### src/rtl/sync_commit_pkg.sv
package sync_commit_pkg;
  localparam int ADDR_W = 8;
  localparam int DATA_W = 32;
  localparam logic [ADDR_W-1:0] CTRL_ADDR = 8'h10;
  localparam int START_SRC_BIT = 8;
  localparam int SRC_EN_LSB = 16;
  localparam int NUM_SRC = 2;
  localparam logic [DATA_W-1:0] CTRL_RST = 32'h0003_0000;

  typedef struct packed {
    logic              vld;
    logic [ADDR_W-1:0] addr;
    logic [DATA_W-1:0] data;
  } wr_req_t;
endpackage

### src/rtl/sync_edge.sv
module sync_edge #(
  parameter int STAGES = 2
) (
  input  logic clk,
  input  logic rst_n,
  input  logic async_in,
  output logic pulse
);
  logic [STAGES-1:0] pipe;
  logic              last;

  always_ff @(posedge clk or negedge rst_n) begin
    if (!rst_n) begin
      pipe <= '0;
      last <= 1'b0;
    end else begin
      pipe <= {pipe[STAGES-2:0], async_in};
      last <= pipe[STAGES-1];
    end
  end

  assign pulse = pipe[STAGES-1] & ~last;
endmodule

### src/rtl/shadow_group.sv
module shadow_group
  import sync_commit_pkg::*;
(
  input  logic              clk,
  input  logic              rst_n,
  input  logic              wr_hit,
  input  logic [DATA_W-1:0] wr_data,
  input  logic              commit,
  output logic [DATA_W-1:0] active
);
  logic [DATA_W-1:0] shadow;
  logic              armed;

  always_ff @(posedge clk or negedge rst_n) begin
    if (!rst_n) begin
      shadow <= '0;
      active <= '0;
      armed  <= 1'b0;
    end else begin
      // Commit first, using the shadow value from before this edge.
      if (commit && armed) active <= shadow;
      if (wr_hit) begin
        shadow <= wr_data;
        armed  <= 1'b1;
      end else if (commit) begin
        armed <= 1'b0;
      end
    end
  end
endmodule

### src/rtl/start_align.sv
module start_align #(
  parameter int NUM_CH = 4
) (
  input  logic              clk,
  input  logic              rst_n,
  input  logic              go,
  output logic [NUM_CH-1:0] started
);
  for (genvar c = 0; c < NUM_CH; c++) begin : g_ch
    always_ff @(posedge clk or negedge rst_n) begin
      if (!rst_n)  started[c] <= 1'b0;
      else if (go) started[c] <= 1'b1;
    end
  end
endmodule

### src/rtl/sync_commit_ctrl.sv
module sync_commit_ctrl
  import sync_commit_pkg::*;
#(
  parameter int NUM_CH  = 4,
  parameter int NUM_GRP = 4,
  parameter int SYNC_STAGES = 2
) (
  input  logic                      clk,
  input  logic                      rst_n,
  input  logic                      sync1_in,
  input  logic                      sync2_in,
  input  logic                      wr_en,
  input  logic [ADDR_W-1:0]         wr_addr,
  input  logic [DATA_W-1:0]         wr_data,
  input  logic [ADDR_W-1:0]         rd_addr,
  output logic [DATA_W-1:0]         rd_data,
  output logic [NUM_GRP*DATA_W-1:0] cfg_active,
  output logic [NUM_CH-1:0]         proc_en
);
  localparam logic [DATA_W-1:0] CTRL_MASK =
    DATA_W'((1 << NUM_GRP) - 1) | (DATA_W'(1) << START_SRC_BIT) |
    (DATA_W'((1 << NUM_SRC) - 1) << SRC_EN_LSB);

  wr_req_t              wr_q;
  logic [DATA_W-1:0]    ctrl;
  logic [NUM_SRC-1:0]   s_pulse;
  logic [NUM_SRC-1:0]   src_evt;
  logic [NUM_SRC-1:0]   sync_raw;
  logic [NUM_GRP-1:0]   grp_commit;
  logic                 start_go;

  assign sync_raw = {sync2_in, sync1_in};

  for (genvar s = 0; s < NUM_SRC; s++) begin : g_sync
    sync_edge #(.STAGES(SYNC_STAGES)) u_edge (
      .clk(clk), .rst_n(rst_n), .async_in(sync_raw[s]), .pulse(s_pulse[s])
    );
  end

  // Processor write stage into the processing clock.
  always_ff @(posedge clk or negedge rst_n) begin
    if (!rst_n) begin
      wr_q <= '0;
    end else begin
      wr_q.vld  <= wr_en;
      wr_q.addr <= wr_addr;
      wr_q.data <= wr_data;
    end
  end

  always_ff @(posedge clk or negedge rst_n) begin
    if (!rst_n)
      ctrl <= CTRL_RST;
    else if (wr_q.vld && wr_q.addr == CTRL_ADDR)
      ctrl <= wr_q.data & CTRL_MASK;
  end

  assign src_evt  = s_pulse & ctrl[SRC_EN_LSB +: NUM_SRC];
  assign start_go = ctrl[START_SRC_BIT] ? src_evt[1] : src_evt[0];

  for (genvar g = 0; g < NUM_GRP; g++) begin : g_grp
    logic hit;
    assign hit           = wr_q.vld && (wr_q.addr == ADDR_W'(g));
    assign grp_commit[g] = ctrl[g] ? src_evt[1] : src_evt[0];
    shadow_group u_grp (
      .clk(clk), .rst_n(rst_n), .wr_hit(hit), .wr_data(wr_q.data),
      .commit(grp_commit[g]), .active(cfg_active[g*DATA_W +: DATA_W])
    );
  end

  start_align #(.NUM_CH(NUM_CH)) u_start (
    .clk(clk), .rst_n(rst_n), .go(start_go), .started(proc_en)
  );

  always_comb begin
    rd_data = '0;
    if (rd_addr == CTRL_ADDR) begin
      rd_data = ctrl;
    end else begin
      for (int g = 0; g < NUM_GRP; g++)
        if (rd_addr == ADDR_W'(g)) rd_data = cfg_active[g*DATA_W +: DATA_W];
    end
  end
endmodule

### config.mk
export PLATFORM = sky130hd
export DESIGN_NAME = sync_commit_ctrl
export DESIGN_NICKNAME = d
export VERILOG_FILES = /design/src/rtl/sync_commit_pkg.sv /design/src/rtl/sync_edge.sv /design/src/rtl/shadow_group.sv /design/src/rtl/start_align.sv /design/src/rtl/sync_commit_ctrl.sv
export SDC_FILE = /design/constraint.sdc
export NUM_CORES = 1
export LEC_CHECK = 0
export ABC_AREA = 1
export BUFFER_PORTS_ARGS = -buffer_cell sky130_fd_sc_hd__buf_4
export CELL_PAD_IN_SITES_DETAIL_PLACEMENT = 0
export CELL_PAD_IN_SITES_GLOBAL_PLACEMENT = 1
export CORE_MARGIN = 2
export CORE_UTILIZATION = 40
export CTS_BUF_LIST = sky130_fd_sc_hd__clkbuf_4 sky130_fd_sc_hd__clkbuf_8
export DETAILED_ROUTE_END_ITERATION = 8
export GPL_ROUTABILITY_DRIVEN = 0
export PLACE_DENSITY_LB_ADDON = 0.1
export SLEW_MARGIN = 0
export SYNTH_ARGS = -nofsm -noshare
export SYNTH_HDL_FRONTEND = slang
export SYNTH_SLANG_ARGS = --single-unit
### constraint.sdc
create_clock -name clk -period 1.94 [get_ports clk]
set_input_delay 0.097 -clock clk [delete_from_list [all_inputs] [get_ports clk]]
set_output_delay 0.097 -clock clk [all_outputs]
set_load 0.03 [all_outputs]
-- After elaboration in Yosys (flattened, before gate mapping)
Cells that the tools add are included.
- equal/unequal tests: 8
- muxes and demuxes: 18
- bitwise logic cells: 5
- reductions and logical operators: 15
- operator list (cell ; count):
    $mux 32 ; 5
    $eq 8x2->1 const B ; 4
    $eq 8x1->1 const B ; 2
    $eq 8x5->1 const B ; 2
    $logic_not 8->1 ; 2
    $mux 1 ; 13
    $logic_and 1x1->1 ; 9
    $reduce_bool 2->1 ; 4
    $and 1x1->1 ; 2
    $and 2x2->2 ; 1
    $not 1->1 ; 2
- register bits: 315
- input port bits: 53
- output and inout bits: 164
- word-level logic and storage cells: 67

-- Depth between registers and ports, before layout
- depth in word-level cells: 6
- gate-level depth with buffers: 9
- depth with buffers taken out: 7

-- By module
From an unflattened synthesis, not the netlist that was laid out.
- cells, all modules: 1542
- area total of the unflattened synthesis: 13505.5 µm²
- by module, submodules not included (module ; instances ; cells an instance ; area each (µm²) ; seq. area each (µm²)):
    shadow_group ; 4 ; 279 ; 2620.0 ; 1626.6
    sync_commit_ctrl ; 1 ; 409 ; 2796.4 ; 1203.7
    sync_edge ; 2 ; 5 ; 85.1 ; 75.1
    start_align ; 1 ; 7 ; 58.8 ; 25.0

-- Worst setup path after synthesis
No wires, ideal clock.
- path kind: reg2reg
- start point: register ctrl[17]
- end point: register g_grp[2].u_grp.active[11]
- library setup time: 0.121 ns
- arrival: 1.295 ns
- required time: 1.819 ns
- path slack: 0.524 ns
- stages on the path, launching flop included: 9
- path buffers: 1
- period minus slack after synthesis: 1.416 ns
- cells stage by stage: dfstp_2 > inv_1 > nor2_2 > nand2_2 > nand2_1 > nand3_2 > clkbuf_1 > nand2_1 > o21ai_1
- word-level cells in the longest chain between the ends: 3
- ends and longest elaborated chain (what ; RTL line ; source):
    from (decl) ; sync_commit_ctrl.sv:25 ; logic [DATA_W-1:0] ctrl;
    from (signal assigned) ; sync_commit_ctrl.sv:55 ; ctrl <= wr_q.data & CTRL_MASK;
    $and 2x2->2 ; sync_commit_ctrl.sv:58 ; assign src_evt = s_pulse & ctrl[SRC_EN_LSB +: NUM_SRC];
    $mux 1 ; sync_commit_ctrl.sv:64 ; assign grp_commit[g] = ctrl[g] ? src_evt[1] : src_evt[0];
    $logic_and 1x1->1 ; shadow_group.sv:21 ; if (commit && armed) active <= shadow;
    to (signal assigned) ; shadow_group.sv:21 ;
    to (decl) ; shadow_group.sv:9 ; output logic [DATA_W-1:0] active
Every way passes these cells.
A chain may end at the register's enable or synchronous reset.

-- Worst setup path after layout
- start point: register g_grp[1].u_grp.active[31]
- end point: output port rd_data[31]
- word-level cells in the longest chain between the ends: 4
- ends and longest elaborated chain (what ; RTL line ; source):
    from (decl) ; shadow_group.sv:9 ;
    from (signal assigned) ; shadow_group.sv:21 ;
    $mux 32 (3 in a row) ; sync_commit_ctrl.sv:81 ; if (rd_addr == ADDR_W'(g)) rd_data = cfg_active[g*DATA_W +: DATA_W];
    $mux 32 ; sync_commit_ctrl.sv:77 ; if (rd_addr == CTRL_ADDR) begin
    to (decl) ; sync_commit_ctrl.sv:16 ; output logic [DATA_W-1:0] rd_data,
Every way passes these cells.

==> results.md <==
* Setup TNS at 0 ps
* CTS root buf: clkbuf_8
* Synth Flop Type: dfrtp_1
* Critical path type: flip-flop to output pin
* CP Data Required Time at 1840 ps
* Clock sinks at 315
* Wire per inst at 16.4 um
* Final hold slack at 27.5 ps
* Reg2Reg Setup Slack at 310 ps
* Cell Rows at 65
* Cell count after synthesis at 1423
* Ranking of synthesized cells by area: dfrtp_1 61%, nand2_1 11%, o21ai_1 7.4%, inv_1 5.2%, nand3_1 3.2%
* DIE AREA at 0.0334 mm^2
* Syn_area_per_cell at 8.99 um^2
* Critical path arrival at 1640 ps
* Rel. slew slack at 0.695
* Mapped cell area at 0.0128 mm^2
* Via count at 9996
* Switching Share at 0.234
* DRT Pass-1 Iters at 5
* RSZ-0062 raised after global routing: false
* HP Class: input port to async pin
* Synth cell types at 27
* # Post-CTS Setup Buffers at 0
* CP endpoint kind: output pin
* # diodes at 0
* F_max at 574 MHz
* PD cells at 846 mW/mm^2
* Synth cell count leaders: 385 x nand2_1, 313 x dfrtp_1, 189 x o21ai_1
* Clock share of power at 0.440
* Final ANT Viol Nets at 0
* Critical Path Fanout Max at 3
* CTS Buf Count at 54
* Sequential area share after synthesis at 0.617
* First-pass GRT wire length at 56200 um
* Slew of the pin with the lowest slew margin at 456 ps
* Initial Utilization at 0.405
* Minimum clock period at 1740 ps
* Core footprint at 0.0316 mm^2
* CTS tree: yes
* Internal power at 10.7 mW
* Maximum VDD drop at 0.547 mV
* Port Buffers at 216
* Syn_nets at 1476
* Post-CTS resize count at 0
* Vias in the first global route at 10000
* Fin. Hold Viols at 0
* Nets at 1755
* Comb pwr share at 0.064
* CP Launch Type: flip-flop
* Skew final at 29.2 ps
* Via/cell ratio at 4.67
* Ys Warns at 0
* Initial DRC count at 552
* Tot GR Track Use at 0.217
* Area leader, netlist: dfrtp_1
* Post-synth top area share at 0.613
* IO Count at 217
* Hold-fix buffers, CTS at 44
* Detailed Route WL at 35000 um
* Crit share post-route at 0.898
* Overflow after GRT at 0
* Reg2reg start: ctrl[17]
* Max Cap Viol at 0
* Leakage at 8.25 nW
* Sequential share of power at 0.496
* Clock Latency Late Sink at 580 ps
* Post-DP HPWL at 22100 um
* Die Y at 183 um
* Initial antenna violation count at 0
* Flops & latches, synth at 315
* Maximum number of pins on one net before global-route repair at 74
* CTS clk-pin slew, worst paths at 60 ps
* Status: finished, final reports clean
* Max clock buf depth at 3
* Top-count cell post-synth: nand2_1
* Fraction of registers with async set/reset at 1.00
* Switch Pwr at 3.27 mW
* Chip Width at 183 um
* Final setup vio count at 0
* Post-synth EDFFs at 0
* Crit path from: g_grp[1].u_grp.active[31]
* Slew Limit Fails at 0
* Share of layout cells above drive strength 1 at 0.216
* H-tree level count at 2
* DRC violations left at 0
* Layout area overhead at 29.3%
[registers in the layout (all words and copies together) (netlist names)]
signal              cells
ctrl                    7
g_grp.u_grp.active    128
g_grp.u_grp.armed       4
g_grp.u_grp.shadow    128
g_sync.u_edge.last      2
g_sync.u_edge.pipe      4
u_start.started         1
wr_q                   41
[cell usage in the layout (no fill, tap or decap), types with 3 or more instances in the layout]
cell type / Yosys / layout
nand3_4: 2 / 4
nand3_1: 82 / 81
nor2_2: 5 / 3
nand2_1: 385 / 383
nand2_2: 7 / 9
o21ai_0: 66 / 66
a21oi_1: 7 / 7
buf_12: 0 / 14
buf_4: 7 / 238
clkinv_2: 0 / 5
dfrtp_1: 313 / 313
nor2_4: 2 / 4
clkbuf_4: 0 / 18
inv_1: 177 / 177
dlygate4sd3_1: 0 / 44
o21ai_1: 189 / 189
clkbuf_8: 0 / 67
nor2_1: 99 / 99
[layout make-up]
type,count,area (um^2)
clock buffers,85,1060
clock inverters,9,78.8
fillers,3029,15000
inverters,179,672
multi-input cells,855,3820
flip-flops and latches,315,7890
well taps,402,503
repair buffers,297,2520
[critical path, stage by stage, from the launching register on]
cell and delay [ps]:
dfrtp_1 420, nand3_1 100, nand2_1 70, nor2_1 40, nor2_1 210, buf_4 210
[through the flow]
stage	cell area (um^2)	power, mW	util	instances	worst slack [ps]
3_3_place_gp	15000	7.88	0.474	2004	285
4_1_cts	16500	14.2	0.524	2142	173
5_1_grt	16500	14.6	0.524	2142	98.2
3_5_place_dp	15000	7.89	0.474	2004	276
6_report	16500	14.0	0.524	2142	198
2_1_floorplan	12800	7.44	-	1423	524
[power by group through the flow]
| stage | clock network (mW) | logic [mW] | registers (mW) |
|---|---|---|---|
| 6_report | 6.16 | 0.892 | 6.94 |
| 5_1_grt | 6.67 | 1.01 | 6.97 |
| 4_1_cts | 6.39 | 0.913 | 6.94 |
| 3_5_place_dp | 0 | 0.841 | 7.05 |
| 3_3_place_gp | 0 | 0.830 | 7.05 |
| 2_1_floorplan | 0 | 0.348 | 7.09 |
[metal layers]
layer	wire length, um	global-route usage	up-vias
met5	0	0	-
met1	16500	0.303	4698
met3	1680	0.0349	29
li1	-	-	5026
met2	16600	0.363	243
met4	324	0.0432	0
[path summary, 6_finish.rpt]
path | cells past startpoint | to
max in group asynchronous | 4 | wr_q[13]
min in group clk | 2 | wr_q[31]
min reg2reg | 0 | g_sync[1].u_edge.pipe[1]
min | 2 | g_grp[0].u_grp.active[9]
max reg2reg | 8 | g_grp[2].u_grp.active[24]
max | 5 | rd_data[31]
[cell families (layout without fill, tap and decap cells)]
kind of cell | Yosys count | after routing | share of synthesized area
AOI/OAI and AO/OA | 262 | 262 | 0.103
buffers and inverters | 253 | 570 | 0.0874
and+or+nand+nor | 593 | 593 | 0.193
DFF | 315 | 315 | 0.617
Note: power is estimated with default switching activity, not from simulation.
